<file path="config.mk">
export PLATFORM = sky130hd
export DESIGN_NAME = gpio_bank
export DESIGN_NICKNAME = d
export VERILOG_FILES = /design/src/rtl/gpio_bank_pkg.sv /design/src/rtl/gpio_bus_fsm.sv /design/src/rtl/gpio_port.sv /design/src/rtl/gpio_bank.sv
export SDC_FILE = /design/constraint.sdc
export NUM_CORES = 1
export LEC_CHECK = 0
export ABC_AREA = 1
export BUFFER_PORTS_ARGS = -buffer_cell sky130_fd_sc_hd__buf_2
export CORE_ASPECT_RATIO = 1.5
export CORE_UTILIZATION = 50
export DETAILED_ROUTE_END_ITERATION = 7
export PLACE_DENSITY = 0.77
export SETUP_SLACK_MARGIN = 0.3
export SKIP_LAST_GASP = 1
export SYNTH_ARGS = -nofsm -noshare
export SYNTH_HDL_FRONTEND = slang
export SYNTH_HIERARCHICAL = 1
export SYNTH_SLANG_ARGS = --single-unit
</file>
<file path="constraint.sdc">
create_clock -name clk -period 7.96 [get_ports clk]
set_input_delay 1.592 -clock clk [delete_from_list [all_inputs] [get_ports clk]]
set_output_delay 1.592 -clock clk [all_outputs]
set_load 0.03 [all_outputs]
</file>
<file path="src/rtl/gpio_bank_pkg.sv">
package gpio_bank_pkg;
    localparam int PINS_PER_PORT = 8;
    localparam int MODE_W        = 2 * PINS_PER_PORT;

    localparam int OFF_CTRL  = 'h00;
    localparam int OFF_LEVEL = 'h04;
    localparam int OFF_DATA  = 'h08;
    localparam int OFF_MODE  = 'h0C;
    localparam int OFF_PUD   = 'h10;

    typedef enum logic [1:0] {
        MODE_INPUT  = 2'b00,
        MODE_PUSH   = 2'b01,
        MODE_SINK   = 2'b10,
        MODE_SOURCE = 2'b11
    } pin_mode_e;

    typedef enum logic {
        ST_IDLE = 1'b0,
        ST_RESP = 1'b1
    } bus_state_e;
endpackage

</file>
<file path="src/rtl/gpio_bus_fsm.sv">
module gpio_bus_fsm
    import gpio_bank_pkg::*;
(
    input  logic        clk,
    input  logic        rst_n,
    input  logic        bus_sel,
    input  logic        bus_wr,
    input  logic [31:0] rd_mux,
    output logic        wr_stb,
    output logic        bus_ready,
    output logic        bus_rvalid,
    output logic [31:0] bus_rdata
);
    bus_state_e state_q, state_d;
    logic [31:0] rdata_q;
    logic        rd_accept;

    always_comb begin
        state_d = state_q;
        unique case (state_q)
            ST_IDLE: if (bus_sel && !bus_wr) state_d = ST_RESP;
            ST_RESP: state_d = ST_IDLE;
        endcase
    end

    always_ff @(posedge clk or negedge rst_n) begin
        if (!rst_n) state_q <= ST_IDLE;
        else        state_q <= state_d;
    end

    always_comb begin
        wr_stb     = 1'b0;
        rd_accept  = 1'b0;
        bus_ready  = 1'b0;
        bus_rvalid = 1'b0;
        unique case (state_q)
            ST_IDLE: begin
                bus_ready = 1'b1;
                wr_stb    = bus_sel && bus_wr;
                rd_accept = bus_sel && !bus_wr;
            end
            ST_RESP: bus_rvalid = 1'b1;
        endcase
    end

    always_ff @(posedge clk or negedge rst_n) begin
        if (!rst_n)         rdata_q <= '0;
        else if (rd_accept) rdata_q <= rd_mux;
    end

    assign bus_rdata = rdata_q;
endmodule

</file>
<file path="src/rtl/gpio_port.sv">
module gpio_port
    import gpio_bank_pkg::*;
#(
    parameter int PORT_IDX = 0,
    parameter int STRIDE   = 'h30,
    parameter int ADDR_W   = 9
) (
    input  logic                     clk,
    input  logic                     rst_n,
    input  logic                     wr_en,
    input  logic                     gate_en,
    input  logic [ADDR_W-1:0]        addr,
    input  logic [31:0]              wdata,
    input  logic [PINS_PER_PORT-1:0] pad_in,
    output logic [31:0]              rd_data,
    output logic [PINS_PER_PORT-1:0] pad_oe,
    output logic [PINS_PER_PORT-1:0] pad_out,
    output logic [PINS_PER_PORT-1:0] pad_pu
);
    localparam int BASE = PORT_IDX * STRIDE;
    localparam logic [ADDR_W-1:0] A_LEVEL = ADDR_W'(BASE + OFF_LEVEL);
    localparam logic [ADDR_W-1:0] A_DATA  = ADDR_W'(BASE + OFF_DATA);
    localparam logic [ADDR_W-1:0] A_MODE  = ADDR_W'(BASE + OFF_MODE);
    localparam logic [ADDR_W-1:0] A_PUD   = ADDR_W'(BASE + OFF_PUD);

    logic [PINS_PER_PORT-1:0] data_q, pud_q, lvl_s1, lvl_s2;
    logic [MODE_W-1:0]        mode_q;

    always_ff @(posedge clk or negedge rst_n) begin
        if (!rst_n) begin
            data_q <= '0;
            mode_q <= '0;
            pud_q  <= '0;
        end else if (wr_en) begin
            if (addr == A_DATA) data_q <= wdata[PINS_PER_PORT-1:0];
            if (addr == A_MODE) mode_q <= wdata[MODE_W-1:0];
            if (addr == A_PUD)  pud_q  <= wdata[PINS_PER_PORT-1:0];
        end
    end

    always_ff @(posedge clk or negedge rst_n) begin
        if (!rst_n) begin
            lvl_s1 <= '0;
            lvl_s2 <= '0;
        end else begin
            lvl_s1 <= pad_in;
            lvl_s2 <= lvl_s1;
        end
    end

    always_comb begin
        rd_data = '0;
        if (addr == A_LEVEL) rd_data[PINS_PER_PORT-1:0] = lvl_s2;
        if (addr == A_DATA)  rd_data[PINS_PER_PORT-1:0] = data_q;
        if (addr == A_MODE)  rd_data[MODE_W-1:0]        = mode_q;
        if (addr == A_PUD)   rd_data[PINS_PER_PORT-1:0] = pud_q;
    end

    for (genvar i = 0; i < PINS_PER_PORT; i++) begin : g_pin
        logic drive;
        always_comb begin
            unique case (pin_mode_e'(mode_q[2*i +: 2]))
                MODE_INPUT:  drive = 1'b0;
                MODE_PUSH:   drive = 1'b1;
                MODE_SINK:   drive = !data_q[i];
                MODE_SOURCE: drive = data_q[i];
            endcase
        end
        assign pad_oe[i]  = drive && gate_en;
        assign pad_out[i] = data_q[i];
        assign pad_pu[i]  = !pud_q[i];
    end
endmodule

</file>
<file path="src/rtl/gpio_bank.sv">
module gpio_bank
    import gpio_bank_pkg::*;
#(
    parameter int             NUM_PORTS  = 7,
    parameter int             STRIDE     = 'h30,
    parameter int             ADDR_W     = 9,
    parameter logic [6:0]     VERSION_ID = 7'd3
) (
    input  logic                              clk,
    input  logic                              rst_n,
    input  logic                              bus_sel,
    input  logic                              bus_wr,
    input  logic [ADDR_W-1:0]                 bus_addr,
    input  logic [31:0]                       bus_wdata,
    output logic                              bus_ready,
    output logic                              bus_rvalid,
    output logic [31:0]                       bus_rdata,
    input  logic [PINS_PER_PORT*NUM_PORTS-1:0] pad_in,
    output logic [PINS_PER_PORT*NUM_PORTS-1:0] pad_oe,
    output logic [PINS_PER_PORT*NUM_PORTS-1:0] pad_out,
    output logic [PINS_PER_PORT*NUM_PORTS-1:0] pad_pu
);
    localparam logic [6:0]        CORE_CNT = 7'(NUM_PORTS);
    localparam logic [ADDR_W-1:0] A_CTRL   = ADDR_W'(OFF_CTRL);

    logic        wr_stb, port_wr;
    logic        clkreq_q, syncsel_q;
    logic [31:0] port_rd [NUM_PORTS];
    logic [31:0] rd_mux;

    gpio_bus_fsm u_fsm (
        .clk        (clk),
        .rst_n      (rst_n),
        .bus_sel    (bus_sel),
        .bus_wr     (bus_wr),
        .rd_mux     (rd_mux),
        .wr_stb     (wr_stb),
        .bus_ready  (bus_ready),
        .bus_rvalid (bus_rvalid),
        .bus_rdata  (bus_rdata)
    );

    always_ff @(posedge clk or negedge rst_n) begin
        if (!rst_n) begin
            clkreq_q  <= 1'b0;
            syncsel_q <= 1'b0;
        end else if (wr_stb && bus_addr == A_CTRL) begin
            clkreq_q  <= bus_wdata[0];
            syncsel_q <= bus_wdata[1];
        end
    end

    assign port_wr = wr_stb && clkreq_q;

    for (genvar p = 0; p < NUM_PORTS; p++) begin : g_port
        gpio_port #(
            .PORT_IDX (p),
            .STRIDE   (STRIDE),
            .ADDR_W   (ADDR_W)
        ) u_port (
            .clk     (clk),
            .rst_n   (rst_n),
            .wr_en   (port_wr),
            .gate_en (clkreq_q),
            .addr    (bus_addr),
            .wdata   (bus_wdata),
            .pad_in  (pad_in [p*PINS_PER_PORT +: PINS_PER_PORT]),
            .rd_data (port_rd[p]),
            .pad_oe  (pad_oe [p*PINS_PER_PORT +: PINS_PER_PORT]),
            .pad_out (pad_out[p*PINS_PER_PORT +: PINS_PER_PORT]),
            .pad_pu  (pad_pu [p*PINS_PER_PORT +: PINS_PER_PORT])
        );
    end

    always_comb begin
        rd_mux = '0;
        if (bus_addr == A_CTRL)
            rd_mux = {16'd0, CORE_CNT, VERSION_ID, syncsel_q, clkreq_q};
        for (int p = 0; p < NUM_PORTS; p++) rd_mux = rd_mux | port_rd[p];
    end
endmodule

</file>
# Word level (Yosys, flattened, before mapping)
# Index checks and enable logic that the tools add are counted.
dict set report op_classes {
  reduce_logical 251
  muxes 91
  eq_ne 196
  bitwise_logic 8
}
# operator count
set ops {}
lappend ops {{$eq A2 B2 Y1 const B} 112}
lappend ops {{$or A32 B16 Y32} 7}
lappend ops {{$pmux W1 S4} 56}
lappend ops {{$mux W8} 21}
lappend ops {{$logic_not A1 Y1} 113}
lappend ops {{$eq A2 B1 Y1 const B} 56}
lappend ops {{$logic_not A2 Y1} 56}
lappend ops {{$mux W16} 7}
lappend ops {{$eq A9 B8 Y1 const B} 11}
lappend ops {{$logic_and A1 B1 Y1} 60}
lappend ops {{$eq A9 B7 Y1 const B} 5}
lappend ops {{$eq A9 B9 Y1 const B} 5}
lappend ops {{$reduce_and A2 Y1} 21}
lappend ops {{$eq A9 B6 Y1 const B} 3}
lappend ops {{$eq A9 B4 Y1 const B} 2}
lappend ops {{$mux W12} 1}
lappend ops {{$eq A9 B3 Y1 const B} 1}
lappend ops {{$eq A9 B5 Y1 const B} 1}
lappend ops {{$logic_not A9 Y1} 1}
lappend ops {{$mux W1} 5}
lappend ops {{$pmux W1 S2} 1}
lappend ops {{$not A1 Y1} 1}
dict set report totals {
  reg_bits 371
  in_bits 101
  output_inout_bits 202
  elab_cells 585
}

# Logic depth before layout (Yosys ltp)
# Gate-level depths: netlist (run 1).
dict set report logic_depth {
  depth_word 12
  depth_mapped 13
  ltp_nobuf 13
}

# Cells and area by module
# Netlist (run 1), hierarchy kept.
# mod cells_per_inst area_each_um2 seq_area_each_um2 instances
set modules_own_cells {}
lappend modules_own_cells {{gpio_port (g_port[6].u_port)} 290 2531.2 1201.2 1}
lappend modules_own_cells {{gpio_port (g_port[0].u_port)} 292 2509.9 1201.2 1}
lappend modules_own_cells {{gpio_port (g_port[3].u_port)} 285 2504.9 1201.2 1}
lappend modules_own_cells {{gpio_port (g_port[5].u_port)} 285 2493.6 1201.2 1}
lappend modules_own_cells {{gpio_port (g_port[1].u_port)} 270 2482.4 1201.2 1}
lappend modules_own_cells {{gpio_port (g_port[2].u_port)} 269 2469.9 1201.2 1}
lappend modules_own_cells {{gpio_port (g_port[4].u_port)} 273 2441.1 1201.2 1}
lappend modules_own_cells {gpio_bus_fsm 148 1388.8 825.8 1}
lappend modules_own_cells {gpio_bank 116 664.4 50.0 1}

# Worst setup path before layout (run 1)
# OpenSTA, ideal clock, no wires.
dict set report synth_timing {
  kind {input-to-reg}
  startpoint {in bus_sel}
  endpoint {reg g_port[0].u_port.mode_q[11]}
  path_slack_ps 4148
  required_time_ps 7839
  t_arrival_ps 3691
  path_stages 11
  cell_sequence {buf_4 > buf_2 > nand2_1 > nor2_1 > nand2_1 > inv_1 > buf_2 > inv_1 > nor2_8 > buf_6 > o21ai_1}
}
dict set report synth_between {
  elab_chain_len 4
}
# item line
set synth_lines {}
lappend synth_lines {{from (decl)} gpio_bank.sv:11} ;# input logic bus_sel,
lappend synth_lines {{$logic_and A1 B1 Y1} gpio_bus_fsm.sv:39} ;# wr_stb = bus_sel && bus_wr;
lappend synth_lines {{$mux W1} gpio_bus_fsm.sv:36} ;# unique case (state_q)
lappend synth_lines {{net wr_stb} gpio_bank.sv:26} ;# logic wr_stb, port_wr;
lappend synth_lines {{$logic_and A1 B1 Y1} gpio_bank.sv:53} ;# assign port_wr = wr_stb && clkreq_q;
lappend synth_lines {{net port_wr} gpio_bank.sv:26}
lappend synth_lines {{$reduce_and A2 Y1 (no line)} n/a}
lappend synth_lines {{to (signal assigned)} gpio_port.sv:36} ;# if (addr == A_MODE) mode_q <= wdata[MODE_W-1:0];
lappend synth_lines {{to (decl)} gpio_port.sv:27} ;# logic [MODE_W-1:0] mode_q;
# The timed path passes the listed nets, and every way through them passes these cells.
# A chain may end at the register's enable or synchronous reset.

# Final worst setup path (run 1)
dict set report layout_timing {
  startpoint {reg clkreq_q}
  endpoint {out pad_oe[7]}
}
dict set report layout_between {
  elab_chain_len 1
}
# item line
set layout_lines {}
lappend layout_lines {{from (decl)} gpio_bank.sv:27} ;# logic clkreq_q, syncsel_q;
lappend layout_lines {{from (signal assigned)} gpio_bank.sv:48} ;# clkreq_q <= bus_wdata[0];
lappend layout_lines {{$logic_and A1 B1 Y1} gpio_port.sv:69} ;# assign pad_oe[i] = drive && gate_en;
lappend layout_lines {{to (decl)} gpio_bank.sv:19} ;# output logic [PINS_PER_PORT*NUM_PORTS-1:0] pad_oe,
# Every way passes these cells.

==> results of run 1 <==
-- routing by layer --
layer	routed length, um	track usage, %	part of all wire, %	vias up
met3	3970	4.60	6.6	210
met2	29200	49.6	49	756
met4	4760	22.1	8.0	0
met5	0	0	0	-
li1	-	-	-	7598
met1	21800	35.6	36	7848
-- cell type report --
class                   count  area [um2]
repair buffers            292        1490
clock buffers              51        1090
inverters                 293        1110
flip-flops and latches    371        9280
well taps                 495         619
clock inverters            16         260
multi-input cells        1493        8060
fillers                  3454       16500
-- metrics by stage --
stage / worst slack [ps] / std cells / instance area (um2) / power (W)
after global placement: 3180 / 2944 / 20600 / 0.00224
final: 3140 / 3011 / 21900 / 0.00414
after floorplan: 4150 / 2333 / 19900 / 0.00215
after detailed placement: 3100 / 2944 / 20600 / 0.00225
after CTS: 3220 / 3011 / 21900 / 0.00417
after global routing: 3050 / 3011 / 21900 / 0.00427
-- path summary, 6_finish.rpt --
path | start | end | slack, ps
setup / recovery | clkreq_q | pad_oe[7] | 3140
hold / removal | g_port[6].u_port/lvl_s1[6] | g_port[6].u_port/lvl_s2[6] | 350
setup reg to reg | clkreq_q | g_port[0].u_port/mode_q[12] | 4650
hold reg to reg | g_port[6].u_port/lvl_s1[6] | g_port[6].u_port/lvl_s2[6] | 350
max in group asynchronous | rst_n | g_port[1].u_port/lvl_s1[0] | 5480
min in group asynchronous | rst_n | g_port[4].u_port/lvl_s1[1] | 940
-- logic make-up (layout without fill, tap and decap cells) --
kind of cell / after synthesis / count (layout)
simple gates: 1073 / 1073
buf+inv: 469 / 652
flops: 371 / 371
other cells: 7 / 112
compound gates: 308 / 308
-- registers in the layout, summed over array words and instances, names as in the netlist --
register / flops
u_fsm/bus_rdata: 32
g_port.u_port/pad_out: 56
g_port.u_port/pud_q: 56
g_port.u_port/lvl_s2: 56
syncsel_q: 1
u_fsm/state_q: 1
g_port.u_port/mode_q: 112
clkreq_q: 1
g_port.u_port/lvl_s1: 56
-- worst register-to-register path, stage by stage, from the launching register on --
cell and delay (ps):
sky130_fd_sc_hd__dfrtp_1 1010, sky130_fd_sc_hd__nand2_1 160, sky130_fd_sc_hd__inv_2 300, sky130_fd_sc_hd__buf_4 650, sky130_fd_sc_hd__inv_1 430, sky130_fd_sc_hd__nor2_8 450
sky130_fd_sc_hd__nand2_1 130, sky130_fd_sc_hd__o21ai_1 100
-- Yosys cell counts (4+ instances only) --
cell type,instances
sky130_fd_sc_hd__a21oi_1,61
sky130_fd_sc_hd__a21oi_2,8
sky130_fd_sc_hd__buf_2,16
sky130_fd_sc_hd__buf_4,117
sky130_fd_sc_hd__buf_6,35
sky130_fd_sc_hd__conb_1,7
sky130_fd_sc_hd__dfrtp_1,371
sky130_fd_sc_hd__inv_1,265
sky130_fd_sc_hd__inv_2,23
sky130_fd_sc_hd__nand2_1,444
sky130_fd_sc_hd__nand2_2,29
sky130_fd_sc_hd__nand2_4,18
sky130_fd_sc_hd__nand3_1,166
sky130_fd_sc_hd__nand3_2,10
sky130_fd_sc_hd__nand3_4,4
sky130_fd_sc_hd__nand4_1,126
sky130_fd_sc_hd__nor2_1,134
sky130_fd_sc_hd__nor2_2,12
sky130_fd_sc_hd__nor2_4,22
sky130_fd_sc_hd__nor2_8,13
sky130_fd_sc_hd__nor3_1,53
sky130_fd_sc_hd__nor4_1,32
sky130_fd_sc_hd__o211ai_1,6
sky130_fd_sc_hd__o21ai_0,75
sky130_fd_sc_hd__o21ai_1,24
sky130_fd_sc_hd__o21ai_2,133
-- power by group --
group	switching, W	total, W	internal (W)
clock	0.000758	0.00192	0.00116
combinational	0.000219	0.000272	0.0000524
sequential	0.0000194	0.00195	0.00193
total	0.000996	0.00414	0.00314
==> impl_results.md, run 1 <==
- CTS Hold Bufs: 0
- Share of layout cells above drive strength 1: 25.4%
- Slew HR: 25.9%
- Top area cells in the synthesized netlist: sky130_fd_sc_hd__dfrtp_1 48%, sky130_fd_sc_hd__nand2_1 8.6%, sky130_fd_sc_hd__o21ai_2 6.0%
- Vias in the first global route: 16100
- Number of hold violations in the final report: 0
- Die H: 244 um
- Clock Path Buffers: 3
- Number of buffers added on ports: 286
- Critical path, cell by cell: buf_4 > clkinv_1 > nor3_1 > buf_2
- Yosys synthesis warning count: 6
- Most instantiated flip-flop cell in the synthesis netlist: sky130_fd_sc_hd__dfrtp_1
- Clock tree root buffer cell: sky130_fd_sc_hd__clkbuf_16
- Leakage power: 11.4 nW
- Synthesized-area fraction occupied by xor and xnor cells: 0%
- Share of async-settable or async-resettable flops after synthesis: 100%
- Netlist area before placement: 19500 um2
- Buf+Inv Stages, Crit Path: 3
- Number of distinct library cells after synthesis: 40
- WP depth: 4
- Clock Pin Slew Worst Setup and Hold Paths: 70 ps
- Area Growth Syn to Fin: 12.4%
- Largest delay share family, worst path: buffers and inverters
- Max incr delay on CP: 1010 ps
- Dominant cell type by area after synthesis: sky130_fd_sc_hd__dfrtp_1
- Arr. time, crit path: 3230 ps
- Setup Total Neg Slack: 0 ps
- Area fraction of the dominant cell type after synthesis: 47.6%
- Post-Syn Instances: 2228
- Count of maximum capacitance violations: 0
- Clock sink count: 371
- DR pass1 iterations: 6
- RSZ-0062 raised after global routing: false
- Hpwl dp: 42200 um
- Effective utilization at floorplan: 50.7%
- Compound-gate portion of the synthesized area: 10.7%
- Clock H-tree levels: 2
- Max FO, Critical Path: 28
- Buffer count from post-CTS setup fixing: 0
- Count of routing violations after the opening detailed-route iteration: 1623
- Finish-stage setup viols: 0
- Portion of the clock cycle consumed by the worst path in the final layout: 60.5%
- Post-Route Skew: 19.5 ps
- Drt wl/cell: 19.8 um
- Dominant combinational cell family by area after synthesis: simple AND/OR/NAND/NOR gates
- Vias: 16400
- Drt drc: 0
- Simple-gate portion of the synthesized area: 28.5%
- Std-Cell Rows: 88
- Antenna violations before repair: 0
- Overall die area: 39800 um2
- Data required time at the worst endpoint: 6370 ps
- Commonest non-fill, non-tap cells in the layout: 444 x sky130_fd_sc_hd__nand2_1, 371 x sky130_fd_sc_hd__dfrtp_1, 285 x sky130_fd_sc_hd__buf_2
- Run status: completed
- Crit end category: output pin
- Per-instance average area after synthesis: 8.75 um2
- Depth of the most critical reg-to-reg path: 7
- Routed wire length: 59700 um
- Worst skew pair latency: 550 ps
- Core Box Area: 38400 um2
- Die width: 163 um
- Pin count of the biggest net entering global routing: 89
- Min Hold Slack: 346 ps
- Antenna diodes: 0
- Crit path launch type: flip-flop
- Post-route core utilization: 57.0%
- Number of resized instances in the post-cts repair step: 0
- Number of stages on the worst hold path: 0
- Fmax: 208 MHz
- Wire length of the first global-routing pass: 90400 um
- Routability congestion estimate: 0.963
- Clock period minus worst slack: 4820 ps
- Boundary pin count: 303
- Transition time at the pin with the least slew margin: 1110 ps
- Worst supply voltage drop on vdd: 0.000260 V
- Clock tree from TritonCTS: done
- Synth Register Bits: 371
- Net total in the final layout: 2589
- Number of pins with negative max-slew slack in the final report: 0
- Post-synth EDFFs: 0
- Global-route usage over all layers: 30.2%
- Routed Antenna Nets: 0
- Power Density: 189 nW/um2
- Kind of critical path: flip-flop to output pin
- Post-synthesis sequential area ratio: 47.6%
- Share of cell area taken by muxes after synthesis: 0%
- Class of the worst hold path: flip-flop to flip-flop
- Crit path max-delay cell type: sky130_fd_sc_hd__dfrtp_1
- Vias per cell: 5.45
- Number of buffers inserted during clock tree synthesis: 37
- Remaining global-route overflow: 0
- Post-synthesis share of cell area spent on full adders, half adders and majority gates: 0%
- Most common cell after layout, fill and taps aside: sky130_fd_sc_hd__nand2_1
(Power assumes the default switching activity.)
==> run 2, diff against run 1 <==
==> constraint.sdc (replaced) <==
create_clock -name clk -period 4.95 [get_ports clk]
set_input_delay 0.99 -clock clk [delete_from_list [all_inputs] [get_ports clk]]
set_output_delay 0.99 -clock clk [all_outputs]
set_load 0.03 [all_outputs]
==> run 2 against run 1 <==
  * First-iteration DRC count down 6.2%
  * Core utilization about the same
  * Die area unchanged
  * Final cell count about the same
  * Sequential cell count unchanged
  * Clock skew down 2.4 ps
  * Via count down 0.58%
  * Clock power up 53%
  * Global-route usage down 0.10 points
  * Critical endpoint is now g_port[1].u_port/mode_q[3]
==> impl_results.md, run 2 (same netlist as run 1, synthesis figures left out) <==
- Worst reg2reg path endpoint: g_port[1].u_port/mode_q[3]
- Critical path, cell by cell: buf_2 > buf_4 > nand2_1 > nor2_1 > nand2_1 > inv_2 > nand3_2 > nand2_1 > o21ai_2
- Routability congestion estimate: 0.952
- Number of buffers inserted during clock tree synthesis: 37
- Non-Filler Instances: 3014
- Clock Pin Slew Worst Setup and Hold Paths: 60 ps
- Crit path max-delay cell type: sky130_fd_sc_hd__nand3_2
- Buffer count from post-CTS setup fixing: 0
- Source of the critical timing path: bus_sel
- Most common cell after layout, fill and taps aside: sky130_fd_sc_hd__nand2_1
- Class of the worst hold path: flip-flop to flip-flop
- CTS Hold Bufs: 0
- Clock H-tree levels: 2
- Min Hold Slack: 337 ps
- Crit path launch type: input pin
- Worst supply voltage drop on vdd: 0.000282 V
- Setup Total Neg Slack: 0 ps
- Global routing met1 resource utilization: 35.7%
- Effective utilization at floorplan: 50.7%
- Die H: 244 um
- Share of layout cells above drive strength 1: 25.5%
- Slack of the worst reg-to-reg path: 2140 ps
- Vias: 16300
- Filler cell count: 3410
- Met2 routing resource usage after global routing: 49.9%
- Power Density: 297 nW/um2
- Routed Antenna Nets: 0
- Number of buffers added on ports: 286
- Wire length of the first global-routing pass: 90400 um
- Clock period minus worst slack: 3360 ps
- Buf+Inv Stages, Crit Path: 3
- Vias per cell: 5.41
- Data required time at the worst endpoint: 5340 ps
- Start of the worst register-to-register path: u_fsm/state_q
- Remaining global-route overflow: 0
- Leakage power: 11.4 nW
- Number of hold violations in the final report: 0
- Count of routing violations after the opening detailed-route iteration: 1523
- Crit end category: flip-flop
- Post-Route Skew: 17.1 ps
- Max FO, Critical Path: 34
- Max incr delay on CP: 800 ps
- Clock tree root buffer cell: sky130_fd_sc_hd__clkbuf_16
- Kind of critical path: input pin to flip-flop
- Net total in the final layout: 2594
- Antenna violations before repair: 1
- DR pass1 iterations: 7
- Largest delay share family, worst path: simple AND/OR/NAND/NOR gates
- Number of resized instances in the post-cts repair step: 0
- WP depth: 9
- Count of maximum capacitance violations: 0
- Highest-utilization routing layer at the global route stage: met2
- Drt drc: 0
- Cell seen most often among critical-path stages: sky130_fd_sc_hd__nand2_1
- Destination of the critical timing path: g_port[1].u_port/mode_q[3]
- Register with the most flip-flops: g_port.u_port/mode_q
- Depth of the most critical reg-to-reg path: 6
- Fmax: 298 MHz
- Drt wl/cell: 19.7 um
- Overall die area: 39800 um2
- Antenna diodes: 0
- Finish-stage setup viols: 0
- Number of pins with negative max-slew slack in the final report: 0
- Placed cell area: 20600 um2
- Transition time at the pin with the least slew margin: 1040 ps
- Vias in the first global route: 16000
- Design area: 21900 um2
- Flip-flop count of the largest register, all copies and words added: 112
- RSZ-0062 raised after global routing: false
- Commonest non-fill, non-tap cells in the layout: 444 x sky130_fd_sc_hd__nand2_1, 371 x sky130_fd_sc_hd__dfrtp_1, 285 x sky130_fd_sc_hd__buf_2
- Clock sink count: 371
- Area Growth Syn to Fin: 12.4%
- Worst skew pair latency: 540 ps
- Boundary pin count: 303
- Core Box Area: 38400 um2
- Portion of the clock cycle consumed by the worst path in the final layout: 67.9%
- Clock Path Buffers: 3
- Minimum setup slack in the final design: 1590 ps
- GRT met3 Usage: 3.83%
- Placement-stage worst setup slack: 1160 ps
- Global-route usage over all layers: 30.1%
- Pin count of the biggest net entering global routing: 131
- Arr. time, crit path: 3750 ps
- Std-Cell Rows: 88
- Slew HR: 31.0%
- Routed wire length: 59400 um
- Die width: 163 um
- Hpwl dp: 42400 um
- Run status: completed
- Clock tree from TritonCTS: done
- Total instance count after detailed placement: 2949
## run 2: layout make-up
type | count | area, um2 | share of cell area, %
clock buffers | 51 | 1090 | 4.98
repair buffers | 297 | 1560 | 7.13
flip-flops and latches | 371 | 9280 | 42.4
well taps | 495 | 619 | 2.83
multi-input cells | 1493 | 8060 | 36.8
inverters | 293 | 1110 | 5.05
clock inverters | 14 | 181 | 0.828
## run 2: how the worst min path moves through the flow
stage                                  to  cells past startpoint                       start  slack [ps]
2_1_floorplan  g_port[0].u_port/lvl_s2[0]                      0  g_port[0].u_port/lvl_s1[0]         330
3_3_place_gp   g_port[4].u_port/lvl_s2[4]                      0  g_port[4].u_port/lvl_s1[4]         330
3_5_place_dp   g_port[0].u_port/lvl_s2[6]                      0  g_port[0].u_port/lvl_s1[6]         330
4_1_cts        g_port[6].u_port/lvl_s2[0]                      0  g_port[6].u_port/lvl_s1[0]         340
5_1_grt        g_port[6].u_port/lvl_s2[6]                      0  g_port[6].u_port/lvl_s1[6]         350
6_report       g_port[3].u_port/lvl_s2[3]                      0  g_port[3].u_port/lvl_s1[3]         340
## run 2: metrics by stage
stage	util (%)	power (W)
floorplan	-	0.00345
global placement	53.7	0.00361
detailed placement	53.7	0.00362
CTS	57.0	0.00656
global route	57.0	0.00671
finish	57.0	0.00651
## run 2: report_power, final
part / switching [W] / leakage [nW] / internal (W)
Combinational: 0.000351 / 6.19 / 0.0000890
Clock: 0.00119 / 0.622 / 0.00175
Sequential: 0.0000307 / 4.63 / 0.00310
Total: 0.00157 / 11.4 / 0.00494
## run 2: metal layers
metal  up-vias  routed length, um
li1       7607                  -
met1      7773              22100
met2       735              28900
met3       200               3690
met4         2               4650
met5         -                  8
## run 2: worst reg2reg max path, stage by stage (launching register included)
cell	delay [ps]
sky130_fd_sc_hd__dfrtp_1	410
sky130_fd_sc_hd__nor2_1	450
sky130_fd_sc_hd__nand2_1	130
sky130_fd_sc_hd__inv_2	490
sky130_fd_sc_hd__nand3_2	810
sky130_fd_sc_hd__nand2_1	310
sky130_fd_sc_hd__o21ai_2	80
==> run 3, diff against run 2 <==
==> constraint.sdc (replaced) <==
create_clock -name clk -period 3.4 [get_ports clk]
set_input_delay 0.68 -clock clk [delete_from_list [all_inputs] [get_ports clk]]
set_output_delay 0.68 -clock clk [all_outputs]
set_load 0.03 [all_outputs]
==> run 3 against run 2 <==
  * Non-clock buffer count up 19
  * Global-route usage up 0.091 points
  * Sequential cell count unchanged
  * First-iteration DRC count up 5.4%
  * Combinational power up 49%
  * Clock power up 57%
  * Register-to-register slack worse by 1200 ps
  * Die area unchanged
  * Final cell count up 0.73%
  * Clock skew up 4.7 ps
  * Via count up 1.4%
  * Critical path depth down 5
==> impl_results.md, run 3 (same netlist as run 1, synthesis figures left out) <==
- Depth of the most critical reg-to-reg path: 6
- Overall die area: 39800 um2
- Setup Total Neg Slack: 0 ps
- Clock tree root buffer cell: sky130_fd_sc_hd__clkbuf_16
- Max incr delay on CP: 460 ps
- Crit path max-delay cell type: sky130_fd_sc_hd__nor3_1
- Leakage power: 11.6 nW
- Global-route usage over all layers: 30.2%
- Class of the worst hold path: input pin to asynchronous set/reset pin
- Destination of the critical timing path: pad_oe[7]
- Slack of the worst reg-to-reg path: 990 ps
- Transition time at the pin with the least slew margin: 784 ps
- Number of resized instances in the post-cts repair step: 0
- Drt wl/cell: 19.7 um
- Drt drc: 0
- Clock sink count: 371
- Commonest non-fill, non-tap cells in the layout: 444 x sky130_fd_sc_hd__nand2_1, 371 x sky130_fd_sc_hd__dfrtp_1, 285 x sky130_fd_sc_hd__buf_2
- Antenna diodes: 0
- Run status: completed
- Share of layout cells above drive strength 1: 26.2%
- Non-Filler Instances: 3036
- Core Box Area: 38400 um2
- Number of hold violations in the final report: 0
- Effective utilization at floorplan: 50.7%
- Total instance count after detailed placement: 2968
- CTS Hold Bufs: 0
- Crit path launch type: flip-flop
- Arr. time, crit path: 2180 ps
- Vias: 16600
- RSZ-0062 raised after global routing: false
- Vias per cell: 5.45
- Number of pins with negative max-slew slack in the final report: 0
- Source of the critical timing path: clkreq_q
- Std-Cell Rows: 88
- Routed Antenna Nets: 0
- Flip-flop count of the largest register, all copies and words added: 112
- Post-Route Skew: 21.8 ps
- Critical path, cell by cell: buf_4 > clkinv_1 > nor3_1 > buf_2
- Portion of the clock cycle consumed by the worst path in the final layout: 84.1%
- Clock Path Buffers: 3
- Buffer count from post-CTS setup fixing: 0
- Antenna violations before repair: 1
- Worst reg2reg path endpoint: g_port[3].u_port/pad_out[2]
- Slew HR: 47.3%
- Largest delay share family, worst path: buffers and inverters
- DR pass1 iterations: 6
- Routability congestion estimate: 0.921
- Start of the worst register-to-register path: u_fsm/state_q
- Die H: 244 um
- Most common cell after layout, fill and taps aside: sky130_fd_sc_hd__nand2_1
- Number of buffers inserted during clock tree synthesis: 37
- Pin count of the biggest net entering global routing: 77
- Number of buffers added on ports: 286
- Max FO, Critical Path: 15
- Worst skew pair latency: 550 ps
- Register with the most flip-flops: g_port.u_port/mode_q
- Filler cell count: 3402
- Net total in the final layout: 2613
- Power Density: 444 nW/um2
- Kind of critical path: flip-flop to output pin
- Buf+Inv Stages, Crit Path: 3
- Count of maximum capacitance violations: 0
- Worst supply voltage drop on vdd: 0.000430 V
- Crit end category: output pin
- Clock H-tree levels: 2
- Clock Pin Slew Worst Setup and Hold Paths: 60 ps
- Hpwl dp: 43400 um
- Fmax: 350 MHz
- Data required time at the worst endpoint: 2720 ps
- Vias in the first global route: 16000
- WP depth: 4
- Area Growth Syn to Fin: 13.7%
- Clock period minus worst slack: 2860 ps
- Count of routing violations after the opening detailed-route iteration: 1606
- Clock tree from TritonCTS: done
- Remaining global-route overflow: 0
- Wire length of the first global-routing pass: 90300 um
- Routed wire length: 59700 um
- Min Hold Slack: 119 ps
- Die width: 163 um
- Boundary pin count: 303
- Finish-stage setup viols: 0
-- run 3: changes by cell type in the layout (fill, tap and decap cells not counted), sizes merged --
| cell | before | now |
|---|---|---|
| clkbuf | 51 | 45 |
| buf | 297 | 316 |
| clkinvlp | 3 | 4 |
| inv | 290 | 293 |
| bufinv | 4 | 8 |
| clkinv | 10 | 11 |
-- run 3: layout make-up --
class / instances / area, um2 / share of cell area [%]
clock buffers: 45 / 1030 / 4.64
clock inverters: 23 / 348 / 1.57
inverters: 293 / 1110 / 4.99
multi-input cells: 1493 / 8060 / 36.4
flip-flops and latches: 371 / 9280 / 41.9
well taps: 495 / 619 / 2.79
repair buffers: 316 / 1720 / 7.75
-- run 3: worst min path at each step --
stage          slack, ps                        from                          to  cells after the start
5_1_grt              150                       rst_n  g_port[4].u_port/lvl_s1[0]                      1
3_5_place_dp         330  g_port[0].u_port/lvl_s1[3]  g_port[0].u_port/lvl_s2[3]                      0
3_3_place_gp         330  g_port[3].u_port/lvl_s1[0]  g_port[3].u_port/lvl_s2[0]                      0
6_report             120                       rst_n  g_port[4].u_port/lvl_s1[0]                      1
4_1_cts              130                       rst_n  g_port[4].u_port/lvl_s1[0]                      1
2_1_floorplan        330  g_port[0].u_port/lvl_s1[0]  g_port[0].u_port/lvl_s2[0]                      0
-- run 3: per-layer routing --
metal  up-vias  track usage (%)  wire [um]
met5         -                0          8
li1       7658                -          -
met1      7964             35.5      21900
met2       732             51.3      30000
met4         2             19.1       4080
met3       195             4.36       3720
-- run 3: worst register-to-register path, cell delays in order, from the launching register on --
cell and delay, ps:
sky130_fd_sc_hd__dfrtp_1 400, sky130_fd_sc_hd__nor2_1 450, sky130_fd_sc_hd__nand2_1 130, sky130_fd_sc_hd__inv_2 350
sky130_fd_sc_hd__buf_4 410, sky130_fd_sc_hd__nand4_4 290, sky130_fd_sc_hd__o21ai_0 290
-- run 3: per-stage QoR --
stage / utilization, % / worst slack (ps) / instance area [um2] / power (W)
after floorplan: - / 500 / 19900 / 0.00503
after global placement: 54.1 / 429 / 20800 / 0.00528
after detailed placement: 54.1 / 408 / 20800 / 0.00529
after CTS: 57.7 / 506 / 22200 / 0.00991
after global routing: 57.7 / 466 / 22200 / 0.0101
final: 57.7 / 541 / 22200 / 0.00983
-- run 3: power breakdown --
part / internal (W) / total [W] / switching, W / leakage (nW)
clock network: 0.00279 / 0.00462 / 0.00183 / 0.665
registers: 0.00451 / 0.00456 / 0.0000459 / 4.63
logic: 0.000140 / 0.000656 / 0.000516 / 6.29
total: 0.00744 / 0.00983 / 0.00239 / 11.6
